==> config.mk <==
export PLATFORM = sky130hd
export DESIGN_NAME = jreg_link_unit
export DESIGN_NICKNAME = d
export VERILOG_FILES = /design/src/rtl/jl_pkg.sv /design/src/rtl/jl_decode.sv /design/src/rtl/jl_link_gen.sv /design/src/rtl/jl_slot_track.sv /design/src/rtl/jreg_link_unit.sv
export SDC_FILE = /design/constraint.sdc
export NUM_CORES = 1
export LEC_CHECK = 0
export BUFFER_PORTS_ARGS = -buffer_cell sky130_fd_sc_hd__clkbuf_2
export CAP_MARGIN = 25
export CORE_AREA = 2 2 128 105
export CTS_BUF_LIST = sky130_fd_sc_hd__clkbuf_8
export CTS_CLUSTER_DIAMETER = 150
export CTS_CLUSTER_SIZE = 25
export DETAILED_ROUTE_END_ITERATION = 12
export DIE_AREA = 0 0 130 107
export PLACE_DENSITY = 0.61
export SETUP_SLACK_MARGIN = 0.15
export SLEW_MARGIN = 20
export SYNTH_ARGS = -nofsm -noshare
export SYNTH_HDL_FRONTEND = slang
export SYNTH_SLANG_ARGS = --single-unit
==> constraint.sdc <==
create_clock -name clk -period 3.35 [get_ports clk]
set_clock_uncertainty 0.2 [all_clocks]
set_input_delay 0.1675 -clock clk [delete_from_list [all_inputs] [get_ports clk]]
set_output_delay 0.1675 -clock clk [all_outputs]
set_load 0.01 [all_outputs]
==> src/rtl/jl_pkg.sv <==
package jl_pkg;

    typedef enum logic [1:0] {
        OP_NONE = 2'b00,
        OP_JR   = 2'b01,
        OP_JALR = 2'b10,
        OP_RSVD = 2'b11
    } jl_op_e;

    // Per-cycle control decisions derived from the presented instruction
    typedef struct packed {
        logic jump;      // a jump of either form is issued
        logic link;      // linking form
        logic misalign;  // low address bits not zero
        logic nest;      // jump inside a delay slot
        logic start;     // legal jump: open slot and capture target
    } jl_ctl_t;

    localparam int unsigned LINK_OFFSET = 8;
    localparam logic [4:0]  LINK_REG    = 5'd31;

    function automatic logic op_is_jump(input logic [1:0] op);
        return (op == OP_JR) || (op == OP_JALR);
    endfunction

endpackage

==> src/rtl/jl_decode.sv <==
module jl_decode
    import jl_pkg::*;
#(
    parameter int ALIGN_BITS = 2
) (
    input  logic                  issue_i,
    input  logic [1:0]            op_i,
    input  logic [ALIGN_BITS-1:0] addr_low_i,
    input  logic                  in_slot_i,
    input  logic                  pending_i,
    output jl_ctl_t               ctl_o
);
    always_comb begin
        ctl_o          = '0;
        ctl_o.jump     = issue_i && op_is_jump(op_i);
        ctl_o.link     = issue_i && (op_i == OP_JALR);
        ctl_o.misalign = ctl_o.jump && (|addr_low_i);
        ctl_o.nest     = ctl_o.jump && (in_slot_i || pending_i);
        ctl_o.start    = ctl_o.jump && !ctl_o.misalign && !ctl_o.nest;
    end
endmodule

==> src/rtl/jl_link_gen.sv <==
module jl_link_gen
    import jl_pkg::*;
#(
    parameter int PC_W = 32,
    parameter int XLEN = 64
) (
    input  logic [PC_W-1:0] pc_i,
    output logic [XLEN-1:0] link_o
);
    localparam int EXT_W = XLEN - PC_W;

    logic [PC_W-1:0] ret_addr;

    always_comb begin
        ret_addr = pc_i + PC_W'(LINK_OFFSET);
    end

    generate
        if (EXT_W > 0) begin : g_ext
            assign link_o = {{EXT_W{ret_addr[PC_W-1]}}, ret_addr};
        end else begin : g_noext
            assign link_o = ret_addr[XLEN-1:0];
        end
    endgenerate
endmodule

==> src/rtl/jl_slot_track.sv <==
module jl_slot_track #(
    parameter int XLEN = 64
) (
    input  logic            clk,
    input  logic            rst,
    input  logic            start_i,
    input  logic [XLEN-1:0] src_i,
    output logic            pending_o,
    output logic [XLEN-1:0] target_o
);
    always_ff @(posedge clk) begin
        if (rst) begin
            pending_o <= 1'b0;
            target_o  <= '0;
        end else begin
            pending_o <= start_i;
            if (start_i) begin
                target_o <= src_i;
            end
        end
    end
endmodule

==> src/rtl/jreg_link_unit.sv <==
module jreg_link_unit
    import jl_pkg::*;
#(
    parameter int XLEN       = 64,
    parameter int PC_W       = 32,
    parameter int ALIGN_BITS = 2
) (
    input  logic            clk,
    input  logic            rst,
    input  logic            issue_i,
    input  logic [1:0]      op_i,
    input  logic [PC_W-1:0] pc_i,
    input  logic [XLEN-1:0] src_val_i,
    input  logic            in_slot_i,
    output logic [XLEN-1:0] target_o,
    output logic            slot_pending_o,
    output logic            link_we_o,
    output logic [XLEN-1:0] link_val_o,
    output logic [4:0]      link_dst_o,
    output logic            addr_fault_o,
    output logic            nest_fault_o
);
    jl_ctl_t ctl;

    jl_decode #(.ALIGN_BITS(ALIGN_BITS)) u_dec (
        .issue_i    (issue_i),
        .op_i       (op_i),
        .addr_low_i (src_val_i[ALIGN_BITS-1:0]),
        .in_slot_i  (in_slot_i),
        .pending_i  (slot_pending_o),
        .ctl_o      (ctl)
    );

    jl_link_gen #(.PC_W(PC_W), .XLEN(XLEN)) u_link (
        .pc_i   (pc_i),
        .link_o (link_val_o)
    );

    jl_slot_track #(.XLEN(XLEN)) u_slot (
        .clk       (clk),
        .rst       (rst),
        .start_i   (ctl.start),
        .src_i     (src_val_i),
        .pending_o (slot_pending_o),
        .target_o  (target_o)
    );

    assign link_we_o    = ctl.link;
    assign link_dst_o   = LINK_REG;
    assign addr_fault_o = ctl.misalign;
    assign nest_fault_o = ctl.nest;
endmodule

* Word-level counts from Yosys, hierarchy flattened
Index checks and enable logic that the tools add are counted.
** Operators by class
- Add/sub/neg operators :: 1
- Equal/unequal tests :: 2
- Reduce and logical (&&, ||, !) cells :: 11
** Operator list (count)
- $add A32 B4 Y32 const B :: 1
- $logic_and A1 B1 Y1 :: 6
- $eq A2 B1 Y1 const B :: 1
- $eq A2 B2 Y1 const B :: 1
- $logic_not A1 Y1 :: 2
- $logic_or A1 B1 Y1 :: 2
- $reduce_or A2 Y1 :: 1
** Word-level totals
- Register bits :: 65
- Bits of input ports :: 102
- Output and inout port bits :: 137
- Logic and storage cells :: 16

* Logic depth before layout (Yosys ltp)
Gate-level depths: netlist (run 1).
- Word-level depth :: 7
- Mapped depth :: 8
- Gate-level depth less buffers :: 6

* Hierarchy
From an unflattened synthesis (run 1), not the netlist that was laid out.
** Unflattened totals
- Cell total of the unflattened synthesis :: 341
- Area total of the unflattened synthesis :: 3283.1 um^2
** Modules (own cells, without submodules)
- jl_slot_track :: instances 1, cells an instance 208, area an instance 2311.0 um^2, sequential area each 1301.2 um^2
- jl_link_gen :: instances 1, cells an instance 117, area an instance 865.8 um^2, sequential area each 0.0 um^2
- jl_decode :: instances 1, cells an instance 10, area an instance 65.1 um^2, sequential area each 0.0 um^2
- jreg_link_unit :: instances 1, cells an instance 6, area an instance 41.3 um^2, sequential area each 0.0 um^2

* Least setup slack after synthesis (run 1)
OpenSTA, ideal clock, no wires.
- Path type :: input port to output port
- From :: input pc_i[3]
- To :: output link_val_o[32]
- Arrival time :: 2790 ps
- Required time :: 2982 ps
- Slack :: 192 ps
- Cell stages on the path :: 6
- Path buffers :: 1
- Path through :: ha_1 nand2_1 nor4_4 nand4_1 xnor2_1 buf_4
** On the way
- Longest elaborated chain between the ends :: 1
** Ends and longest elaborated chain
- start, declared :: line jreg_link_unit.sv:12 : input logic [PC_W-1:0] pc_i,
- $add A32 B4 Y32 :: line jl_link_gen.sv:15 : ret_addr = pc_i + PC_W'(LINK_OFFSET);
- end, declared :: line jreg_link_unit.sv:18 : output logic [XLEN-1:0] link_val_o,
No other way between the ends.

* Worst setup path in the final report (run 1)
- From :: input pc_i[3]
- To :: output link_val_o[38]
The elaborated chain is that of the path after synthesis.

==> metrics, run 1 <==
DR WL/cell 12.4 um; Die W 130 um; Die Ht 107 um; worst min-delay path class input pin to output pin; Max IR drop VDD 0.279 mV; number of fillers in the final layout 1,327; Crit. End Element output pin; CTS Sinks 65; wire length on met3 572 um; WP data arrival 1.82 ns; post-synth top area share 42.2%; maximum clock insertion buffer count 2; slowest stage delay, CP 0.28 ns; vias in the first global route 3,240; crit-path cells clkbuf_2 > ha_1 > nand2_1 > nor4_4 > buf_4 > nand4_1 > xnor2_2 > buf_4 > clkbuf_2; DR DRC count 0; R2R depth 5; Layout area overhead 62.6%; Seq/Total Area, Yosys 42.2%; top cell family by delay on the critical path buffers and inverters; metal2 WL 5100 um; Synth area leaders dfxtp_1 (42%), nand2_1 (16%), a21oi_1 (10%), buf_4 (9.7%), xnor2_1 (6.0%); reg-to-reg critical path endpoint u_slot.target_o[58]; FP Rows 37; Clock Tree Root clkbuf_8; TritonCTS buffer count 9; RR Startpoint u_slot.pending_o; status complete, no violations; asr flop ratio synth 0%; WHS 0.135 ns; worst hold path depth 0; minimum clock period 2.19 ns; Post-CTS Resized 0; hold path start pc_i[2]; top-count cell post-synth nand2_1; initial antenna violation count 0; Skew-Pair Late Insertion Delay 0.34 ns; Power Total 1.91 mW; Fmax achieved 0.457 GHz; Core Footprint 0.0126 sq mm; netlist area before placement 0.00308 sq mm; fin crit share 65.3%; Register Area 0.00130 sq mm; CP Buf/Inv Count 4; Ports 239; Yosys top cell by area dfxtp_1; max cap viols 0; post-DP HPWL 7330 um; final setup vio count 0; synth unique cells 25; ys flop type dfxtp_1; WP data required 2.98 ns; via count 3,414; CTS tree built; Worst-Margin Slew 0.551 ns; initial drt markers 151; EDFF count, synth 0; first-pass GRT wire length 16,000 um; worst rel slew slack 63.0%; crit path launch pc_i[3]; RSZ-0062 raised after global routing false; Yosys reg bits 65; M1 WL 4480 um; gpl congestion 0.913; Mean Syn Cell Area 7.69 sq um; Cells after Synth 401; Reg2Reg Setup Slack 1.62 ns; DIE AREA 0.0139 sq mm; Crit Path Max Fanout 33; fraction of layout cells with a size suffix above 1 39.4%; Final Instance Count excl. Fillers 832; Worst Path Class, Setup input pin to output pin; Worst Hold End link_val_o[2]; Worst setup SP type input pin; IO buf count 227; # diodes 0; Worst path slowest cell buf_4; largest net degree at the start of global routing 42; synth cell count leaders nand2_1 (132), dfxtp_1 (65), a21oi_1 (62); drt first pass iters 4; setup tns final 0 ns; highest routed layer met4; Post-DP Area 0.00414 sq mm; # placed instances 754; final hold vios 0; Pleak 2.31 nW; total wire length 10,300 um; routed vias/inst 4.10; Placement Setup Slack 1.15 ns; post-route cell area 0.00501 sq mm; multi-input logic area 0.00141 sq mm; Pwr Density 381 mW/mm^2; GRT overflow 0; Routed Antenna Nets 0; H-tree levels 3; Slew Limit Fails 0; Nets 756; Warnings, synthesis 0; Layout Utilization 39.7%; fin worst setup slack 1.16 ns; initial core utilization 24.4%; total track usage 14.6%
cells in the final DEF (no fill, tap or decap), types with 4 or more instances in the layout:
cell,n
clkbuf_2,227
nand2_1,132
dfxtp_1,65
a21oi_1,62
dlygate4sd3_1,62
xnor2_1,20
nand3_1,13
clkbuf_8,10
nor2_1,9
buf_4,8
xor2_1,6
nand4_1,5
conb_1,5
inv_1,4
and3_1,4
per-layer routing:
layer  GRT usage, %  vias up
met5              0        -
met4           4.99        0
met3           4.39       14
met2           24.3      110
met1           17.8     1532
li1               -     1758
sequential cells by signal, summed over array words and instances (netlist names):
register	count
u_slot.pending_o	1
u_slot.target_o	64
power by group:
part | internal [mW] | leakage, nW | total, mW | switching, mW
logic | 0.149 | 1.66 | 0.293 | 0.144
registers | 0.783 | 0.525 | 0.788 | 0.00530
clock network | 0.517 | 0.123 | 0.831 | 0.314
total | 1.45 | 2.31 | 1.91 | 0.463
repair_timing:
action,CTS,global route
hold endpoints to repair,62,0
hold buffers,62,0
endpoints found under the setup margin,0,0
buffers inserted,0,0
cells by family (layout without fill, tap and decap cells):
kind of cell / after synthesis / in the layout / synth area share, %
flops: 65 / 65 / 42.2
other cells: 1 / 5 / 0.122
xor+xnor: 27 / 27 / 7.67
buf+inv: 65 / 317 / 13.1
compound gates: 62 / 62 / 10.1
fa+ha+maj: 2 / 2 / 0.811
simple gates: 179 / 179 / 26.1
how the worst max path moves through the flow:
stage	cells past startpoint	to
2_1_floorplan	6	link_val_o[32]
3_3_place_gp	9	link_val_o[58]
3_5_place_dp	9	link_val_o[63]
4_1_cts	9	link_val_o[63]
5_1_grt	9	link_val_o[38]
6_report	9	link_val_o[38]
final cells by class:
class | instances | area share [%]
repair buffers | 297 | 36.2
inverters | 4 | 0.299
clock buffers | 10 | 2.75
clock inverters | 6 | 2.30
multi-input cells | 275 | 28.1
well taps | 175 | 4.37
flip-flops and latches | 65 | 26.0
No activity file was read; power rests on OpenSTA's default activity.
==> run 2, diff against run 1 <==
--- a/config.mk
+++ b/config.mk
@@ -5,15 +5,16 @@
 export SDC_FILE = /design/constraint.sdc
 export NUM_CORES = 1
 export LEC_CHECK = 0
+export ABC_AREA = 1
 export BUFFER_PORTS_ARGS = -buffer_cell sky130_fd_sc_hd__clkbuf_2
 export CAP_MARGIN = 25
-export CORE_AREA = 2 2 128 105
+export CORE_AREA = 2 2 134 110
 export CTS_BUF_LIST = sky130_fd_sc_hd__clkbuf_8
 export CTS_CLUSTER_DIAMETER = 150
 export CTS_CLUSTER_SIZE = 25
 export DETAILED_ROUTE_END_ITERATION = 12
-export DIE_AREA = 0 0 130 107
-export PLACE_DENSITY = 0.61
+export DIE_AREA = 0 0 136 112
+export PLACE_DENSITY = 0.6
 export SETUP_SLACK_MARGIN = 0.15
 export SLEW_MARGIN = 20
 export SYNTH_ARGS = -nofsm -noshare
==> constraint.sdc (replaced) <==
create_clock -name clk -period 2.1 [get_ports clk]
set_clock_uncertainty 0.2 [all_clocks]
set_input_delay 0.105 -clock clk [delete_from_list [all_inputs] [get_ports clk]]
set_output_delay 0.105 -clock clk [all_outputs]
set_load 0.01 [all_outputs]
==> run 2 against run 1 <==
Effect of this change:
- clock-buffer cell count unchanged
- combinational power up 88%
- die area up 9.5%
- global-route usage down 0.42 points
- critical path depth up 1
- sequential power up 62%
- area after synthesis up 10%
- highest routed layer unchanged
- setup slack worse by 0.87 ns
- largest power group is now sequential cells
==> metrics, run 2 <==
initial core utilization 24.4% (-0.036 points); CTS tree built; fin crit share 85.9%; CTS Sinks 65 (unchanged); DR WL/cell 11.7 um (-5.5%); GRT met3 Usage 5.01% (+0.62 points); Biggest register u_slot.target_o; FP Rows 39 (+5.4%); vias in the first global route 3,531 (+9.0%); # diodes 0 (unchanged); gpl congestion 0.892 (-2.3%); Slew Limit Fails 0 (unchanged); GR Util met2 24.4% (+0.043 points); grt met1 use 16.2% (-1.6 points); total track usage 14.2% (-0.42 points); post-DP HPWL 7730 um (+5.5%); setup tns final 0 ns (unchanged); Pwr Density 527 mW/mm^2 (+38%); top-count cell post-synth nor2_1; max cap viols 0 (unchanged); asr flop ratio synth 0% (unchanged); post-synth top area share 38.3% (-3.9 points); Post-DP Area 0.00447 sq mm (+7.9%); Synth area leaders dfxtp_1 (38%), nor2_1 (18%), o21ai_0 (9.1%), buf_4 (8.8%), nand2_1 (8.8%); slowest stage delay, CP 0.21 ns (-0.07 ns); drt first pass iters 4 (unchanged); Worst setup SP type input pin; Clock Tree Root clkbuf_8; post-CTS setup buffer count 0 (unchanged); crit-path cells clkbuf_2 > ha_1 > nand2_1 > nor2_4 > nand2_4 > nor2_2 > nand3_1 > nand2_2 > buf_12 > clkbuf_2; RR Startpoint u_slot.pending_o; hold path start pc_i[0]; grt peak-use layer met2; H-tree levels 3 (unchanged); ys flop type dfxtp_1; Warnings, synthesis 0 (unchanged); Core Footprint 0.0140 sq mm (+10%); EDFF count, synth 0 (unchanged); WP data required 1.79 ns (-1.19 ns); crit path launch pc_i[3]; Pleak 2.60 nW (+13%); Yosys top cell by area dfxtp_1; minimum clock period 1.80 ns; Mean Syn Cell Area 6.90 sq um (-10%); Crit. End Element output pin; Worst path slowest cell nor2_2; most frequent cells in the layout clkbuf_2 (227), nor2_1 (159), nand2_1 (79); final hold vios 0 (unchanged); Die W 136 um (+4.6%); Worst Path Class, Setup input pin to output pin; crit-path most repeated cell clkbuf_2; TritonCTS buffer count 9 (unchanged); initial antenna violation count 0 (unchanged); synth unique cells 23 (-8.0%); commonest non-fill, non-tap cell in the layout clkbuf_2; Die Ht 112 um (+4.7%); Max IR drop VDD 0.441 mV (+58%); maximum clock insertion buffer count 2 (unchanged); largest net degree at the start of global routing 38 (-9.5%); Crit Path Max Fanout 33 (unchanged); Fmax achieved 0.554 GHz; netlist area before placement 0.00340 sq mm (+10%); number of fillers in the final layout 1,508 (+14%); final setup vio count 0 (unchanged); DIE AREA 0.0152 sq mm (+9.5%); Ports 239 (unchanged); DR DRC count 0 (unchanged); Seq/Total Area, Yosys 38.3% (-3.9 points); post-route cell area 0.00528 sq mm (+5.3%); max reg flops 64 (unchanged); WP data arrival 1.50 ns (-0.32 ns); Routed Antenna Nets 0 (unchanged); Layout area overhead 55.3%; initial drt markers 177 (+17%); via count 3,821 (+12%); worst min-delay path class input pin to output pin; Skew-Pair Late Insertion Delay 0.36 ns (+0.02 ns); largest registers u_slot.target_o (64), u_slot.pending_o (1); routed vias/inst 4.07 (-0.73%); synth cell count leaders nor2_1 (159), nand2_1 (80), dfxtp_1 (65); RSZ-0062 raised after global routing false; Cells after Synth 493 (+23%); GRT overflow 0 (unchanged); status complete, no violations; Yosys reg bits 65 (unchanged); Nets 853 (+13%); IO buf count 227 (unchanged); total wire length 11,000 um (+6.5%); first-pass GRT wire length 16,900 um (+5.5%); fraction of layout cells with a size suffix above 1 35.4% (-4.0 points)
==> run 2: layer usage <==
layer	wire, um	share of wire [%]	vias up
met5	0	0	-
met4	190	1.7	0
met3	969	8.8	18
met2	4950	45	177
met1	4870	44	1620
li1	-	-	2006
==> run 2: power by group <==
group	leakage [nW]	internal [mW]	switching [mW]	total (mW)
Clock	0.0932	0.451	0.507	0.958
Combinational	1.98	0.272	0.279	0.551
Sequential	0.526	1.26	0.0145	1.28
Total	2.60	1.99	0.800	2.79
==> run 2: what timing repair did <==
item	in CTS	in global routing
endpoints found under the setup margin	0	0
hold buffers	64	0
endpoints found under the hold margin	63	0
resized for setup	0	0
==> run 2: cell type report <==
cell class	instances	area [sq um]	share of cell area, %
repair buffers	299	1870	35.5
multi-input cells	355	1630	30.8
flip-flops and latches	65	1300	24.6
well taps	184	230	4.36
clock buffers	10	138	2.61
inverters	19	76.3	1.45
clock inverters	6	35.0	0.663
==> run 2: through the flow <==
step / util, % / instances / setup slack [ns] / hold slack (ns) / total power, mW
6_report: 37.8 / 938 / 0.295 / 0.0100 / 2.79
5_1_grt: 37.8 / 938 / 0.158 / 0.0100 / 2.96
4_1_cts: 37.8 / 938 / 0.252 / 0.0101 / 2.84
3_5_place_dp: 32.0 / 858 / 0.260 / 0.0101 / 1.76
3_3_place_gp: 32.0 / 858 / 0.253 / 0.0101 / 1.76
2_1_floorplan: - / 497 / 0.401 / -0.0226 / 1.57
==> run 2: cell families after synthesis <==
| logic type | Yosys count | synth area share (%) |
|---|---|---|
| compound gates | 62 | 9.12 |
| xor+xnor | 15 | 3.86 |
| fa+ha+maj | 2 | 0.736 |
| buf+inv | 77 | 14.4 |
| flops | 65 | 38.3 |
| other cells | 1 | 0.110 |
| simple gates | 271 | 33.5 |
==> run 2: worst max-delay path, delay by kind of cell <==
family,cells,cell delay [ns]
adder cells (fa/ha/maj),1,0.18
buffers and inverters,3,0.41
AND/OR/NAND/NOR,6,0.79
==> run 2: final timing paths <==
| kind | to | slack, ns | cells after the start |
|---|---|---|---|
| hold / removal | link_val_o[0] | 0.01 | 0 |
| hold reg to reg | u_slot.target_o[0] | 0.24 | 2 |
| setup reg to reg | u_slot.pending_o | 0.41 | 4 |
| setup / recovery | link_val_o[49] | 0.30 | 10 |
==> run 3, diff against run 2 <==
--- a/config.mk
+++ b/config.mk
@@ -14,7 +14,7 @@
 export CTS_CLUSTER_SIZE = 25
 export DETAILED_ROUTE_END_ITERATION = 12
 export DIE_AREA = 0 0 136 112
-export PLACE_DENSITY = 0.6
+export PLACE_DENSITY_LB_ADDON = 0.3
 export SETUP_SLACK_MARGIN = 0.15
 export SLEW_MARGIN = 20
 export SYNTH_ARGS = -nofsm -noshare
==> run 3 against run 2 <==
Effect of this change:
- setup slack better by 0.011 ns
- register-to-register slack better by 0.06 ns
- cell count is 0.11% lower
- wire length is 2.4% lower
- clock power is 14% higher
- design area is 0.28% higher
- critical path depth is 1 lower
- sequential share of layout area is 0.070 points lower
==> metrics, run 3 (synthesis results as in run 2) <==
status complete, no violations; Ports 239 (unchanged); fin crit share 85.4% (-0.55 points); total track usage 13.6% (-0.53 points); post-DP HPWL 7690 um (-0.56%); Placement Setup Slack 0.183 ns (-0.0770 ns); Pwr Density 551 mW/mm^2 (+4.4%); H-tree levels 3 (unchanged); commonest non-fill, non-tap cell in the layout clkbuf_2; largest net degree at the start of global routing 43 (+13%); Worst Path Class, Setup input pin to output pin; Biggest register u_slot.target_o; crit-path cells clkbuf_2 > ha_1 > nand2_1 > nor2_4 > nand2_4 > nor2_2 > nand3_1 > nand2_4 > clkbuf_2; TritonCTS buffer count 9 (unchanged); multi-input logic area 0.00163 sq mm (+0.31%); Fmax achieved 0.558 GHz (+0.64%); WP data required 1.79 ns (about the same); Nets 852 (-0.12%); initial antenna violation count 0 (unchanged); RSZ-0062 raised after global routing false; setup tns final 0 ns (unchanged); Die Ht 112 um (unchanged); FP Rows 39 (unchanged); Worst-Margin Slew 0.629 ns; via count 3,824 (+0.079%); Post-DP Area 0.00445 sq mm (-0.45%); Pleak 2.61 nW (+0.18%); DR WL/cell 11.4 um (-2.3%); vias in the first global route 3,406 (-3.5%); largest registers u_slot.target_o (64), u_slot.pending_o (1); drt first pass iters 4 (unchanged); Slew Limit Fails 0 (unchanged); Die W 136 um (unchanged); Layout area overhead 55.7%; fin worst setup slack 0.307 ns (+0.0115 ns); initial drt markers 126 (-29%); # diodes 0 (unchanged); Skew-Pair Late Insertion Delay 0.34 ns (-0.02 ns); final setup vio count 0 (unchanged); most frequent cells in the layout clkbuf_2 (227), nor2_1 (159), nand2_1 (79); max reg flops 64 (unchanged); Crit Path Max Fanout 33 (unchanged); maximum clock insertion buffer count 2 (unchanged); minimum clock period 1.79 ns (-0.0115 ns); IO buf count 227 (unchanged); Register Area 0.00130 sq mm (unchanged); GRT overflow 0 (unchanged); Core Footprint 0.0140 sq mm (unchanged); number of fillers in the final layout 1,453 (-3.6%); fraction of layout cells with a size suffix above 1 35.5% (+0.047 points); Clock Tree Root clkbuf_8; initial core utilization 24.4% (unchanged); total wire length 10,700 um (-2.4%); worst rel slew slack 57.8%; final hold vios 0 (unchanged); worst hold path depth 0 (unchanged); R2R depth 4 (unchanged); post-route cell area 0.00530 sq mm (+0.28%); Routed Antenna Nets 0 (unchanged); DR DRC count 0 (unchanged); worst min-delay path class input pin to output pin; slowest stage delay, CP 0.25 ns (+0.04 ns); Worst setup SP type input pin; WP data arrival 1.49 ns (about the same); DIE AREA 0.0152 sq mm (unchanged); Max IR drop VDD 0.391 mV (-11%); Crit. End Element output pin; CTS Sinks 65 (unchanged); CTS tree built; first-pass GRT wire length 16,600 um (-1.5%); max cap viols 0 (unchanged); Worst path slowest cell nand2_4; gpl congestion 0.838 (-6.0%); routed vias/inst 4.08 (+0.19%)
## run 3: worst paths after layout
kind	slack (ns)	startpoint	to
worst max-delay path	0.31	pc_i[3]	link_val_o[43]
worst min-delay path	0.01	pc_i[2]	link_val_o[2]
worst max register to register	0.47	u_slot.pending_o	u_slot.pending_o
worst min register to register	0.24	u_slot.target_o[0]	u_slot.target_o[0]
## run 3: power breakdown
part | leakage [nW] | internal (mW) | switching (mW)
registers | 0.526 | 1.26 | 0.0144
clock network | 0.103 | 0.582 | 0.512
logic | 1.98 | 0.269 | 0.278
total | 2.61 | 2.11 | 0.805
## run 3: critical path, delay by kind of cell
kind	cells	cell delay (ns)
adder cells (fa/ha/maj)	1	0.18
AND/OR/NAND/NOR	6	0.90
buffers and inverters	2	0.28
## run 3: what timing repair did
item | 4_1_cts | 5_1_grt
hold endpoints to repair | 63 | 0
endpoints found under the setup margin | 0 | 33
hold buffers | 64 | 0
resized for setup | 0 | 1
buffers inserted | 0 | 0
## run 3: final cells by class
class | count | share of cell area, %
Multi-Input combinational cell | 355 | 30.8
Clock buffer | 10 | 2.60
Timing Repair Buffer | 298 | 35.0
Sequential cell | 65 | 24.6
Inverter | 19 | 1.44
Clock inverter | 6 | 1.23
Tap cell | 184 | 4.35
## run 3: layer usage
| layer | share of wire (%) | wire, um | track usage (%) |
|---|---|---|---|
| met5 | 0 | 0 | 0 |
| met4 | 0.89 | 95 | 3.40 |
| met3 | 10 | 1080 | 5.46 |
| met2 | 45 | 4840 | 22.7 |
| met1 | 44 | 4690 | 16.3 |
## run 3: per-stage QoR
stage               util (%)  power [mW]  instances  hold WS, ns
floorplan                  -        1.57        497      -0.0226
global placement        31.9        1.75        857       0.0101
detailed placement      31.9        1.75        857       0.0101
CTS                     37.9        2.97        937      0.00651
global route            38.0        3.08        937       0.0100
finish                  38.0        2.92        937       0.0100
